--- config.mk ---
export PLATFORM = sky130hd
export DESIGN_NAME = rx_filter_fifo
export DESIGN_NICKNAME = d
export VERILOG_FILES = /design/src/rtl/rxq_pkg.sv /design/src/rtl/rxq_stage.sv /design/src/rtl/rxq_ring.sv /design/src/rtl/rx_filter_fifo.sv
export SDC_FILE = /design/constraint.sdc
export NUM_CORES = 1
export LEC_CHECK = 0
export ABC_AREA = 1
export CELL_PAD_IN_SITES_DETAIL_PLACEMENT = 0
export CELL_PAD_IN_SITES_GLOBAL_PLACEMENT = 1
export CORE_MARGIN = 1.5
export CORE_UTILIZATION = 40
export CTS_BUF_LIST = sky130_fd_sc_hd__clkbuf_16
export DETAILED_ROUTE_END_ITERATION = 10
export PLACE_DENSITY_LB_ADDON = 0.05
export SYNTH_ARGS = -nofsm -noshare
export SYNTH_HDL_FRONTEND = slang
export SYNTH_SLANG_ARGS = --single-unit
--- constraint.sdc ---
create_clock -name clk -period 2.4 [get_ports clk]
set_input_delay 0.24 -clock clk [delete_from_list [all_inputs] [get_ports clk]]
set_output_delay 0.24 -clock clk [all_outputs]
set_load 0.02 [all_outputs]
--- src/rtl/rxq_pkg.sv ---
package rxq_pkg;
    localparam int BYTE_W = 8;
    typedef logic [BYTE_W-1:0] rbyte_t;
endpackage

--- src/rtl/rxq_stage.sv ---
module rxq_stage
    import rxq_pkg::*;
#(
    parameter int MSG_BYTES = 15,
    parameter int IDX_W     = $clog2(MSG_BYTES + 1)
) (
    input  logic                      clk,
    input  logic                      rst_n,
    input  logic                      start_i,
    input  logic                      wr_en_i,
    input  logic [IDX_W-1:0]          wr_idx_i,
    input  rbyte_t                    wr_data_i,
    input  logic                      match_i,
    input  logic                      end_ok_i,
    input  logic                      end_err_i,
    output rbyte_t [MSG_BYTES-1:0]    stage_o,
    output logic                      commit_o
);
    typedef struct packed {
        logic                   active;
        logic                   hit;
        rbyte_t [MSG_BYTES-1:0] buf_b;
    } stage_t;

    stage_t st_d, st_q;
    logic   closing;

    always_comb begin
        st_d     = st_q;
        commit_o = 1'b0;
        closing  = st_q.active && (end_ok_i || end_err_i);
        if (start_i) begin
            st_d.active = 1'b1;
            st_d.hit    = 1'b0;
            st_d.buf_b  = '0;
        end else if (closing) begin
            commit_o    = end_ok_i && !end_err_i && (st_q.hit || match_i);
            st_d.active = 1'b0;
            st_d.hit    = 1'b0;
            st_d.buf_b  = '0;
        end else if (st_q.active) begin
            if (match_i) begin
                st_d.hit = 1'b1;
            end
            for (int k = 0; k < MSG_BYTES; k++) begin
                if (wr_en_i && wr_idx_i == IDX_W'(k)) begin
                    st_d.buf_b[k] = wr_data_i;
                end
            end
        end
    end

    always_ff @(posedge clk or negedge rst_n) begin
        if (!rst_n) begin
            st_q <= '0;
        end else begin
            st_q <= st_d;
        end
    end

    assign stage_o = st_q.buf_b;

    AST_END_CLOSES: assert property (@(posedge clk) disable iff (!rst_n)
        (st_q.active && (end_ok_i || end_err_i) && !start_i) |=> !st_q.active);
    AST_IDLE_NO_COMMIT: assert property (@(posedge clk) disable iff (!rst_n)
        (!st_q.active && !start_i) |=> !st_q.hit);
    AST_RESTART_DROPS_HIT: assert property (@(posedge clk) disable iff (!rst_n)
        start_i |=> (st_q.active && !st_q.hit));
endmodule

--- src/rtl/rxq_ring.sv ---
module rxq_ring
    import rxq_pkg::*;
#(
    parameter int DEPTH     = 5,
    parameter int MSG_BYTES = 15
) (
    input  logic                   clk,
    input  logic                   rst_n,
    input  logic                   push_i,
    input  logic                   pop_i,
    input  rbyte_t [MSG_BYTES-1:0] din_i,
    output rbyte_t [MSG_BYTES-1:0] head_o,
    output logic                   avail_o,
    output logic                   drop_o
);
    localparam int PTR_W = (DEPTH > 1) ? $clog2(DEPTH) : 1;
    localparam int CNT_W = $clog2(DEPTH + 1);

    typedef struct packed {
        logic [PTR_W-1:0]                   rd;
        logic [PTR_W-1:0]                   wr;
        logic [CNT_W-1:0]                   cnt;
        rbyte_t [DEPTH-1:0][MSG_BYTES-1:0]  mem;
    } ring_t;

    ring_t rg_d, rg_q;
    logic  do_pop, do_push;

    always_comb begin
        rg_d    = rg_q;
        do_pop  = pop_i && (rg_q.cnt != '0);
        do_push = push_i && ((rg_q.cnt < CNT_W'(DEPTH)) || do_pop);
        drop_o  = push_i && !do_push;
        if (do_push) begin
            for (int e = 0; e < DEPTH; e++) begin
                if (rg_q.wr == PTR_W'(e)) begin
                    rg_d.mem[e] = din_i;
                end
            end
            rg_d.wr = (rg_q.wr == PTR_W'(DEPTH - 1)) ? '0 : rg_q.wr + 1'b1;
        end
        if (do_pop) begin
            rg_d.rd = (rg_q.rd == PTR_W'(DEPTH - 1)) ? '0 : rg_q.rd + 1'b1;
        end
        if (do_push && !do_pop) begin
            rg_d.cnt = rg_q.cnt + 1'b1;
        end else if (do_pop && !do_push) begin
            rg_d.cnt = rg_q.cnt - 1'b1;
        end
    end

    always_comb begin
        head_o = '0;
        for (int e = 0; e < DEPTH; e++) begin
            if (rg_q.rd == PTR_W'(e)) begin
                head_o = rg_q.mem[e];
            end
        end
    end

    always_ff @(posedge clk or negedge rst_n) begin
        if (!rst_n) begin
            rg_q <= '0;
        end else begin
            rg_q <= rg_d;
        end
    end

    assign avail_o = (rg_q.cnt != '0);

    AST_NO_OVERFLOW: assert property (@(posedge clk) disable iff (!rst_n)
        rg_q.cnt <= CNT_W'(DEPTH));
    AST_POP_ADVANCES: assert property (@(posedge clk) disable iff (!rst_n)
        (pop_i && avail_o && !push_i) |=> (rg_q.cnt == $past(rg_q.cnt) - 1'b1));
    AST_IDLE_HOLDS: assert property (@(posedge clk) disable iff (!rst_n)
        (!push_i && !pop_i) |=> ($stable(rg_q.cnt) && $stable(rg_q.rd)));
    AST_DROP_WHEN_FULL: assert property (@(posedge clk) disable iff (!rst_n)
        drop_o |-> (rg_q.cnt == CNT_W'(DEPTH)));
endmodule

--- src/rtl/rx_filter_fifo.sv ---
module rx_filter_fifo
    import rxq_pkg::*;
#(
    parameter int DEPTH     = 5,
    parameter int MSG_BYTES = 15,
    parameter int IDX_W     = $clog2(MSG_BYTES + 1)
) (
    input  logic              clk,
    input  logic              rst_n,
    input  logic              frm_start,
    input  logic              byte_we,
    input  logic [IDX_W-1:0]  byte_idx,
    input  logic [7:0]        byte_data,
    input  logic              filt_hit,
    input  logic              frm_ok,
    input  logic              frm_err,
    input  logic [IDX_W-1:0]  fg_idx,
    output logic [7:0]        fg_byte,
    input  logic              rxf_clr,
    input  logic              ovr_clr,
    input  logic              irq_en,
    output logic              rx_full,
    output logic              overrun,
    output logic              rx_irq
);
    typedef struct packed {
        logic ovr;
    } flag_t;

    rbyte_t [MSG_BYTES-1:0] stage_w;
    rbyte_t [MSG_BYTES-1:0] head_w;
    logic                   commit_w;
    logic                   drop_w;
    logic                   avail_w;
    flag_t                  fl_d, fl_q;

    rxq_stage #(.MSG_BYTES(MSG_BYTES), .IDX_W(IDX_W)) u_stage (
        .clk       (clk),
        .rst_n     (rst_n),
        .start_i   (frm_start),
        .wr_en_i   (byte_we),
        .wr_idx_i  (byte_idx),
        .wr_data_i (byte_data),
        .match_i   (filt_hit),
        .end_ok_i  (frm_ok),
        .end_err_i (frm_err),
        .stage_o   (stage_w),
        .commit_o  (commit_w)
    );

    rxq_ring #(.DEPTH(DEPTH), .MSG_BYTES(MSG_BYTES)) u_ring (
        .clk     (clk),
        .rst_n   (rst_n),
        .push_i  (commit_w),
        .pop_i   (rxf_clr),
        .din_i   (stage_w),
        .head_o  (head_w),
        .avail_o (avail_w),
        .drop_o  (drop_w)
    );

    always_comb begin
        fl_d     = fl_q;
        fl_d.ovr = (fl_q.ovr && !ovr_clr) || drop_w;
    end

    always_ff @(posedge clk or negedge rst_n) begin
        if (!rst_n) begin
            fl_q <= '0;
        end else begin
            fl_q <= fl_d;
        end
    end

    always_comb begin
        fg_byte = '0;
        for (int k = 0; k < MSG_BYTES; k++) begin
            if (fg_idx == IDX_W'(k)) begin
                fg_byte = head_w[k];
            end
        end
    end

    assign rx_full = avail_w;
    assign overrun = fl_q.ovr;
    assign rx_irq  = avail_w && irq_en;

    AST_OVR_SET: assert property (@(posedge clk) disable iff (!rst_n)
        drop_w |=> overrun);
    AST_OVR_STICKY: assert property (@(posedge clk) disable iff (!rst_n)
        (overrun && !ovr_clr) |=> overrun);
    AST_FULL_AFTER_COMMIT: assert property (@(posedge clk) disable iff (!rst_n)
        (commit_w && !rx_full) |=> rx_full);
    AST_IRQ_NEEDS_FULL: assert property (@(posedge clk) disable iff (!rst_n)
        rx_irq |-> rx_full);
endmodule

# Word level (Yosys, flattened, before mapping)
# Cells that the tools add are included.
# Widths: inputs -> output; s select.
# classes
order_cmp,1
add_sub_neg,4
reduce_logical,78
n_mux,46
eq_ne,36
# op_table
cell,count
$mux 120,5
$mux 121,2
$mux 8,30
$mux 122,1
$eq 4x4->1 const B,14
$reduce_bool 3->1,18
$reduce_and 2->1,21
$eq 4x3->1 const B,8
$logic_and 1x1->1,25
$eq 4x2->1 const B,4
$eq 3x2->1 const B,4
$mux 3,4
$add 3x1->3 const B,3
$eq 4x1->1 const B,2
$logic_not 4->1,2
$eq 3x1->1 const B,2
$eq 3x3->1 const B,2
$logic_not 3->1,2
$logic_not 1->1,4
$logic_or 1x1->1,4
$mux 1,4
$reduce_bool 2->1,2
$lt 3x3->1 const B,1
$sub 3x1->3 const B,1
# totals
input_bits,26
register_bits,732

# Depth between registers and ports, before layout
# Gate-level depths: netlist of the first run.
# logic_depth
ltp_word,21
depth_mapped,18
mapped_depth_nobuf,16

# Modules after synthesis
# Synthesis of the first run repeated with hierarchy kept, for this count alone.
# unflattened
hier_cells,5025
area_unflattened_um2,37643.6
# by_module_without_submodules
module,n_inst,area_each_um2,cells_per_inst
rxq_ring,1,30311.6,4056
rxq_stage,1,6203.4,713
rx_filter_fifo,1,1128.6,256

# Worst setup path before layout of the first run
# No wires, ideal clock.
# synth_path
kind,flip-flop to output port
from,register u_ring.rg_q[606] in the netlist's numbering
to,output fg_byte[5]
path_stages_with_launch,15
setup_slack_ns,0.017
arrival_ns,2.143
required_ns,2.160
cell_sequence,dfrtp_1 -> ha_1 -> ha_1 -> buf_2 -> inv_2 -> buf_2 -> buf_2 -> o21ai_0 -> o21bai_1 -> nand2_1 -> nand4_1 -> nor2_1 -> nand4_1 -> nor2_1 -> nand4_1
# synth_via
elab_chain_cells,21
word_cells_on_any_way,25
cone_classes,eq/ne (4); mux (20); reduce/logical (1)
# synth_lines
item,line_no,text
start: declaration,rxq_ring.sv:26,"ring_t rg_d, rg_q;"
start signal: assignment,rxq_ring.sv:65,rg_q <= rg_d;
$logic_not 3->1,rxq_ring.sv:55,if (rg_q.rd == PTR_W'(e)) begin
$mux 120 (4 in a row),rxq_ring.sv:55,
$mux 120 *,rxq_ring.sv:55,
$mux 8 (14 in a row),rx_filter_fifo.sv:78,if (fg_idx == IDX_W'(k)) begin
$mux 8 *,rx_filter_fifo.sv:78,
end: declaration,rx_filter_fifo.sv:18,"output logic [7:0] fg_byte,"
# Every way passes the cells marked *; elsewhere a longest branch is shown, timed or not.

# Worst setup path after layout of the first run
# layout_path
from,register u_ring.rg_q[607] in the netlist's numbering
to,output fg_byte[4]
# The elaborated chain is that of the path after synthesis.

==> results.sh, run 1 <==
export IMPL_die_y_um=290
export IMPL_final_common_cell="nand2_1"
export IMPL_seqPwrFrac_pct=37.9
export IMPL_nFillCells=7780
export IMPL_maxSlewHeadroom_pct=57.2
export IMPL_synthFlopType="dfrtp_1"
export IMPL_busiest_layer="met2"
export IMPL_h_tree_depth=3
export IMPL_synth_mux_area_share_pct=0
export IMPL_portBuffers=36
export IMPL_grt_pass1_vias=27209
export IMPL_cpLargestDelayFamily="simple AND/OR/NAND/NOR gates"
export IMPL_fin_util_pct=49.3
export IMPL_grt_pass1_wl_mm=165
export IMPL_antenna_found_initial=4
export IMPL_io_pins=37
export IMPL_clockPowerShare_pct=29.3
export IMPL_use_met1_pct=37.1
export IMPL_fin_cells=5244
export IMPL_vias=27549
export IMPL_hold_viol_final=0
export IMPL_crit_path_start_kind="flop"
export IMPL_rsz0062_at_grt="true"
export IMPL_fin_ws_ns=-1.34
export IMPL_synth_nets=3959
export IMPL_synth_compound_area_share_pct=18.6
export IMPL_std_cell_rows=105
export IMPL_track_usage_pct=25.3
export IMPL_yosysUniqueCellTypes=42
export IMPL_vias_per_cell=5.25
export IMPL_synth_area_per_cell_um2=8.42
export IMPL_leakage_nw=18.6
export IMPL_clockRootBuffer="clkbuf_16"
export IMPL_dieArea_um2=84200
export IMPL_path_buf_inv=5
export IMPL_cts_max_path_buffers=3
export IMPL_wl_mm=106
export IMPL_first_pass_iters=5
export IMPL_crit_chain="buf_6 > ha_4 > nand2_8 > buf_12 > buf_6 > buf_6 > nand3_2 > nand2_1 > nand2_1 > nand2_2 > nand3_4 > nor2_4 > nand4_1 > nor2_1 > nand4_1 > nor2_2 > nand4_1 > buf_4"
export IMPL_clkTransAtPathRegs_ns=0.06
export IMPL_wl_per_cell_um=20.1
export IMPL_multiInputGateArea_um2=12400
export IMPL_dpl_cell_count=5059
export IMPL_hp_class="in -> async"
export IMPL_ant_nets=0
export IMPL_crit_type="reg -> out"
export IMPL_die_x_um=290
export IMPL_final_cell_mix="1061 x nand2_1, 730 x dfrtp_1, 633 x o21ai_0"
export IMPL_cp_end_kind="output port"
export IMPL_fin_crit_sh_pct=156
export IMPL_overflow=0
export IMPL_sw_frac_of_total_pct=35.0
export IMPL_numClockSinks=732
export IMPL_power_density_nw_per_um2=1030
export IMPL_pwr_share_comb_pct=32.8
export IMPL_insertion_delay_ns=0.65
export IMPL_grt_max_degree=99
export IMPL_seq_area_frac_synth_pct=55.5
export IMPL_p_total_w=0.0414
export IMPL_ys_warn_count=0
export IMPL_violations="setup timing"
export IMPL_cp_required_ns=2.16
export IMPL_drive_above_1_share_pct=13.3
export IMPL_place_area_um2=36700
export IMPL_fin_crit_ns=3.74
export IMPL_cts_tree="yes"
export IMPL_switching_power_w=0.0145
export IMPL_final_nets=4148
export IMPL_numCtsBuffers=83
export IMPL_dr_first_iter_drc_count=2419
export IMPL_arrival_ns=3.50
export IMPL_synthCells=3921
export IMPL_synth_xor_area_share_pct=0.0531
export IMPL_core_um2=81800
export IMPL_path_max_fanout=6
export IMPL_critPathSlowestCell="dfrtp_2"
export IMPL_tightest_slew_ns=0.642
export IMPL_synth_fa_ha_area_share_pct=0.478
export IMPL_grt_use_met3_pct=2.91
export IMPL_ir_drop_v=0.000541
export IMPL_ys_ff_latch=732
export IMPL_skew_ns=0.0179
export IMPL_use_met2_pct=39.9
export IMPL_synth_top_family_by_area="compound AO/OA/AOI/OAI gates"
export IMPL_fin_area_um2=40300
export IMPL_area_growth_pct=22.2
export IMPL_initial_core_util_pct=40.3
export IMPL_finalWeightedCongestion=0.811
export IMPL_drc=0
export IMPL_async_reset_ff_share_pct=100
export IMPL_synth_edf_count=0
export IMPL_synth_simple_area_share_pct=16.9
export IMPL_finalSetupViolCount=8
export IMPL_max_stage_delay_ns=0.44
export IMPL_drv_slew=0
export IMPL_dpl_hpwl_mm=68.6
export IMPL_p_int_w=0.0269
export IMPL_synth_cell_area_um2=33000
export IMPL_status="finished with violations"
export IMPL_maxCapViolations=0
export IMPL_fmax_mhz=267
export IMPL_regArea_um2=18300
## stage by stage
step,setup WS [ns],TNS [ns],hold slack [ns]
2_1_floorplan,0.0173,0,-0.0556
6_report,-1.34,-10.37,0.133
4_1_cts,-1.44,-11.27,0.132
3_3_place_gp,-1.40,-13.77,0.212
5_1_grt,-1.52,-11.79,0.160
3_5_place_dp,-1.37,-24.35,0.212
## logic make-up after synthesis
family	count (synthesis)
AO/OA/AOI/OAI	1148
XOR/XNOR	2
adder cells (fa/ha/maj)	12
buffers and inverters	650
flip-flops	732
AND/OR/NAND/NOR	1377
## registers in the layout (all words and copies together) (netlist names)
signal,count
overrun,1
u_stage.st_q,2
u_ring.rg_q,609
u_stage.stage_o,120
## synth_stat cells, types with 2 or more instances
library cell     n  share of area (%)
a21oi_1        123                1.9
a311oi_1         9               0.24
a31oi_1         10               0.19
buf_1            2              0.023
buf_2          152                2.3
buf_4           13               0.30
buf_6           13               0.44
clkbuf_1        72               0.82
clkinv_1         8              0.091
dfrtp_1        732                 55
ha_1            11               0.42
inv_1          382                4.3
inv_2            6              0.068
inv_4            2              0.038
nand2_1       1082                 12
nand2_2          2              0.038
nand2_4          2              0.068
nand3_1        182                2.8
nand3_2          4               0.12
nand4_1         24               0.45
nor2_1          49               0.56
nor2_2           2              0.038
nor3_1           6              0.091
nor4_1           2              0.038
o211ai_1        66                1.5
o21a_1          51                1.2
o21ai_0        660                 10
o21ai_1        210                3.2
o21bai_1        14               0.32
o31ai_2          2              0.076
or2_0            3              0.057
or2_1           15               0.28
## routing by layer
layer	up-vias	share of wire, %
li1	13179	-
met1	13563	48
met2	669	45
met3	136	4.8
met4	2	1.9
met5	-	0.012
## timing repair
| action | 4_1_cts | 5_1_grt |
|---|---|---|
| pin swaps | 57 | 38 |
| endpoints found under the setup margin | 8 | 9 |
| cloned | 7 | 3 |
| hold buffers | 1 | 0 |
| endpoints found under the hold margin | 83 | 0 |
| setup buffers | 26 | 1 |
| resized for setup | 152 | 58 |
## final timing paths
kind                             startpoint  slack, ns          endpoint  depth (start not counted)
max                        u_ring.rg_q[607]      -1.34        fg_byte[4]                         18
min                                   rst_n       0.13  u_ring.rg_q[127]                          2
max reg2reg                u_ring.rg_q[600]       0.22  u_ring.rg_q[195]                         12
min reg2reg                u_ring.rg_q[264]       0.48  u_ring.rg_q[264]                          2
max in group asynchronous             rst_n       1.29  u_ring.rg_q[352]                          3
min in group clk                    ovr_clr       0.18           overrun                          2
## power by group through the flow
stage	Clock (W)	Sequential (W)	Combinational (W)
2_1_floorplan	0	0.0156	0.00681
3_3_place_gp	0	0.0158	0.0117
3_5_place_dp	0	0.0159	0.0119
4_1_cts	0.0124	0.0157	0.0133
5_1_grt	0.0129	0.0159	0.0150
6_report	0.0121	0.0157	0.0136
## final cells by class
cell class | instances | share of cell area [%]
repair buffers | 356 | 10.4
clock inverters | 65 | 1.23
inverters | 398 | 3.77
well taps | 1070 | 3.32
multi-input cells | 2539 | 30.7
clock buffers | 83 | 5.15
flip-flops and latches | 732 | 45.4
diodes | 1 | 0.00620
Note: power is estimated with default switching activity, not from simulation.
==> run 2: changes to the inputs <==
SKIP_LAST_GASP = 1   (was default)
==> run 2 against run 1 <==
Compared with the run above:
- the flow still finishes with violations (setup timing)
- count of clock-buffer cells in the layout stayed put
- hold slack hardly changed
- wire length is 0.56% lower
- sequential power hardly changed
- die area stayed put
- clock power hardly changed
- global-route usage hardly changed
- critical path type unchanged
- largest power group unchanged
==> results.sh, run 2 (synthesis gave the netlist of run 1 again) <==
export IMPL_fin_setup_tns_ns=-10.64
export IMPL_overflow=0
export IMPL_fin_ws_ns=-1.41
export IMPL_io_pins=37
export IMPL_finalSetupViolCount=8
export IMPL_core_um2=81800
export IMPL_final_common_cell="nand2_1"
export IMPL_ir_drop_v=0.000544
export IMPL_wl_mm=105
export IMPL_path_max_fanout=26
export IMPL_first_pass_iters=6
export IMPL_cts_tree="yes"
export IMPL_clockRootBuffer="clkbuf_16"
export IMPL_fin_crit_sh_pct=159
export IMPL_dpl_cell_count=5059
export IMPL_violations="setup timing"
export IMPL_power_density_nw_per_um2=1020
export IMPL_grt_pass1_vias=27187
export IMPL_ant_nets=0
export IMPL_critPathSlowestCell="dfrtp_1"
export IMPL_fin_util_pct=49.0
export IMPL_crit_path_start_kind="flop"
export IMPL_place_ws_ns=-1.37
export IMPL_vias_per_cell=5.25
export IMPL_status="finished with violations"
export IMPL_maxCapViolations=0
export IMPL_nFillCells=7800
export IMPL_portBuffers=36
export IMPL_h_tree_depth=3
export IMPL_drv_slew=0
export IMPL_dpl_hpwl_mm=68.6
export IMPL_cp_end_kind="output port"
export IMPL_highest_layer="met5"
export IMPL_antenna_found_initial=3
export IMPL_finalWeightedCongestion=0.811
export IMPL_max_stage_delay_ns=0.42
export IMPL_regArea_um2=18300
export IMPL_fin_crit_ns=3.81
export IMPL_initial_core_util_pct=40.3
export IMPL_drc=0
export IMPL_multiInputGateArea_um2=12300
export IMPL_largest_register_ffs=609
export IMPL_insertedDiodeCount=0
export IMPL_rsz0062_at_grt="true"
export IMPL_clkTransAtPathRegs_ns=0.06
export IMPL_grt_pass1_wl_mm=165
export IMPL_p_total_w=0.0411
export IMPL_hp_class="in -> async"
export IMPL_r2r_slack_ns=0.24
export IMPL_worstReg2RegEnd="u_ring.rg_q[0]"
export IMPL_insertion_delay_ns=0.65
export IMPL_drive_above_1_share_pct=12.8
export IMPL_wl_per_cell_um=20.0
export IMPL_cts_max_path_buffers=3
export IMPL_maxSlewHeadroom_pct=57.6
export IMPL_std_cell_rows=105
export IMPL_crit_type="reg -> out"
export IMPL_path_buf_inv=5
export IMPL_crit_chain="buf_6 > ha_4 > nand2_8 > buf_12 > buf_16 > buf_4 > nand3_1 > o211ai_1 > o21ai_0 > o21ai_0 > nand4_1 > nor2_2 > nand4_1 > buf_4"
export IMPL_hold_viol_final=0
export IMPL_wl_met3_mm=4.64
export IMPL_r2r_start="u_ring.rg_q[600]"
export IMPL_grt_max_degree=99
export IMPL_tightest_slew_ns=0.636
export IMPL_fin_cells=5239
export IMPL_die_x_um=290
export IMPL_dr_first_iter_drc_count=2252
export IMPL_skew_ns=0.0194
export IMPL_wl_met1_mm=51.3
export IMPL_numCtsBuffers=83
export IMPL_vias=27516
export IMPL_numClockSinks=732
export IMPL_cp_required_ns=2.16
export IMPL_final_nets=4144
export IMPL_track_usage_pct=25.3
export IMPL_reg2reg_depth=11
export IMPL_final_cell_mix="1064 x nand2_1, 732 x dfrtp_1, 639 x o21ai_0"
export IMPL_route_met2_wl_mm=47.0
export IMPL_arrival_ns=3.57
export IMPL_fmax_mhz=263
export IMPL_cpLargestDelayFamily="buffers and inverters"
export IMPL_top_register="u_ring.rg_q"
export IMPL_die_y_um=290
export IMPL_leakage_nw=18.5
export IMPL_area_growth_pct=21.5
export IMPL_dieArea_um2=84200
==> run 2: layer usage <==
| layer | vias to the layer above | track usage (%) |
|---|---|---|
| met4 | 2 | 5.98 |
| met2 | 637 | 39.8 |
| li1 | 13162 | - |
| met5 | - | 0 |
| met1 | 13577 | 37.2 |
| met3 | 138 | 2.91 |
==> run 2: worst max path at each step <==
stage	startpoint	end	slack, ns	cells past startpoint
after floorplan	u_ring.rg_q[606]	fg_byte[5]	0.02	14
after global placement	u_ring.rg_q[606]	fg_byte[5]	-1.40	19
after detailed placement	u_ring.rg_q[606]	fg_byte[0]	-1.37	17
after CTS	u_ring.rg_q[607]	fg_byte[0]	-1.44	14
after global routing	u_ring.rg_q[606]	fg_byte[1]	-1.52	14
final	u_ring.rg_q[607]	fg_byte[0]	-1.41	14
==> run 2: what timing repair did <==
action / 4_1_cts / 5_1_grt
pin swaps: 56 / 24
gates cloned: 7 / 0
gates resized for setup: 145 / 27
hold buffers: 1 / 0
hold endpoints to repair: 83 / 0
buffers inserted: 26 / 0
setup endpoints to repair: 8 / 9
==> run 2: power breakdown <==
group	switching, W	total (W)	leakage (nW)	internal, W
sequential	0.00101	0.0157	9.31	0.0147
clock	0.00526	0.0121	1.33	0.00685
combinational	0.00806	0.0133	7.85	0.00523
==> run 2: metrics by stage <==
stage | hold WS, ns | cell area (um^2)
2_1_floorplan | -0.0556 | 33000
3_3_place_gp | 0.212 | 36700
3_5_place_dp | 0.212 | 36700
4_1_cts | 0.132 | 40000
5_1_grt | 0.160 | 40100
6_report | 0.133 | 40100
==> run 2: final cells by class <==
type | instances | share of cell area (%)
Inverter | 398 | 3.76
Clock inverter | 65 | 1.23
Timing Repair Buffer | 352 | 10.2
Multi-Input combinational cell | 2539 | 30.6
Sequential cell | 732 | 45.7
Clock buffer | 83 | 5.18
Tap cell | 1070 | 3.34
==> run 3: changes to the inputs <==
HOLD_SLACK_MARGIN = 0.06   (was default)
==> results of run 3 <==
Same layout as run 2: the final DEF is identical, and so are final timing and power.
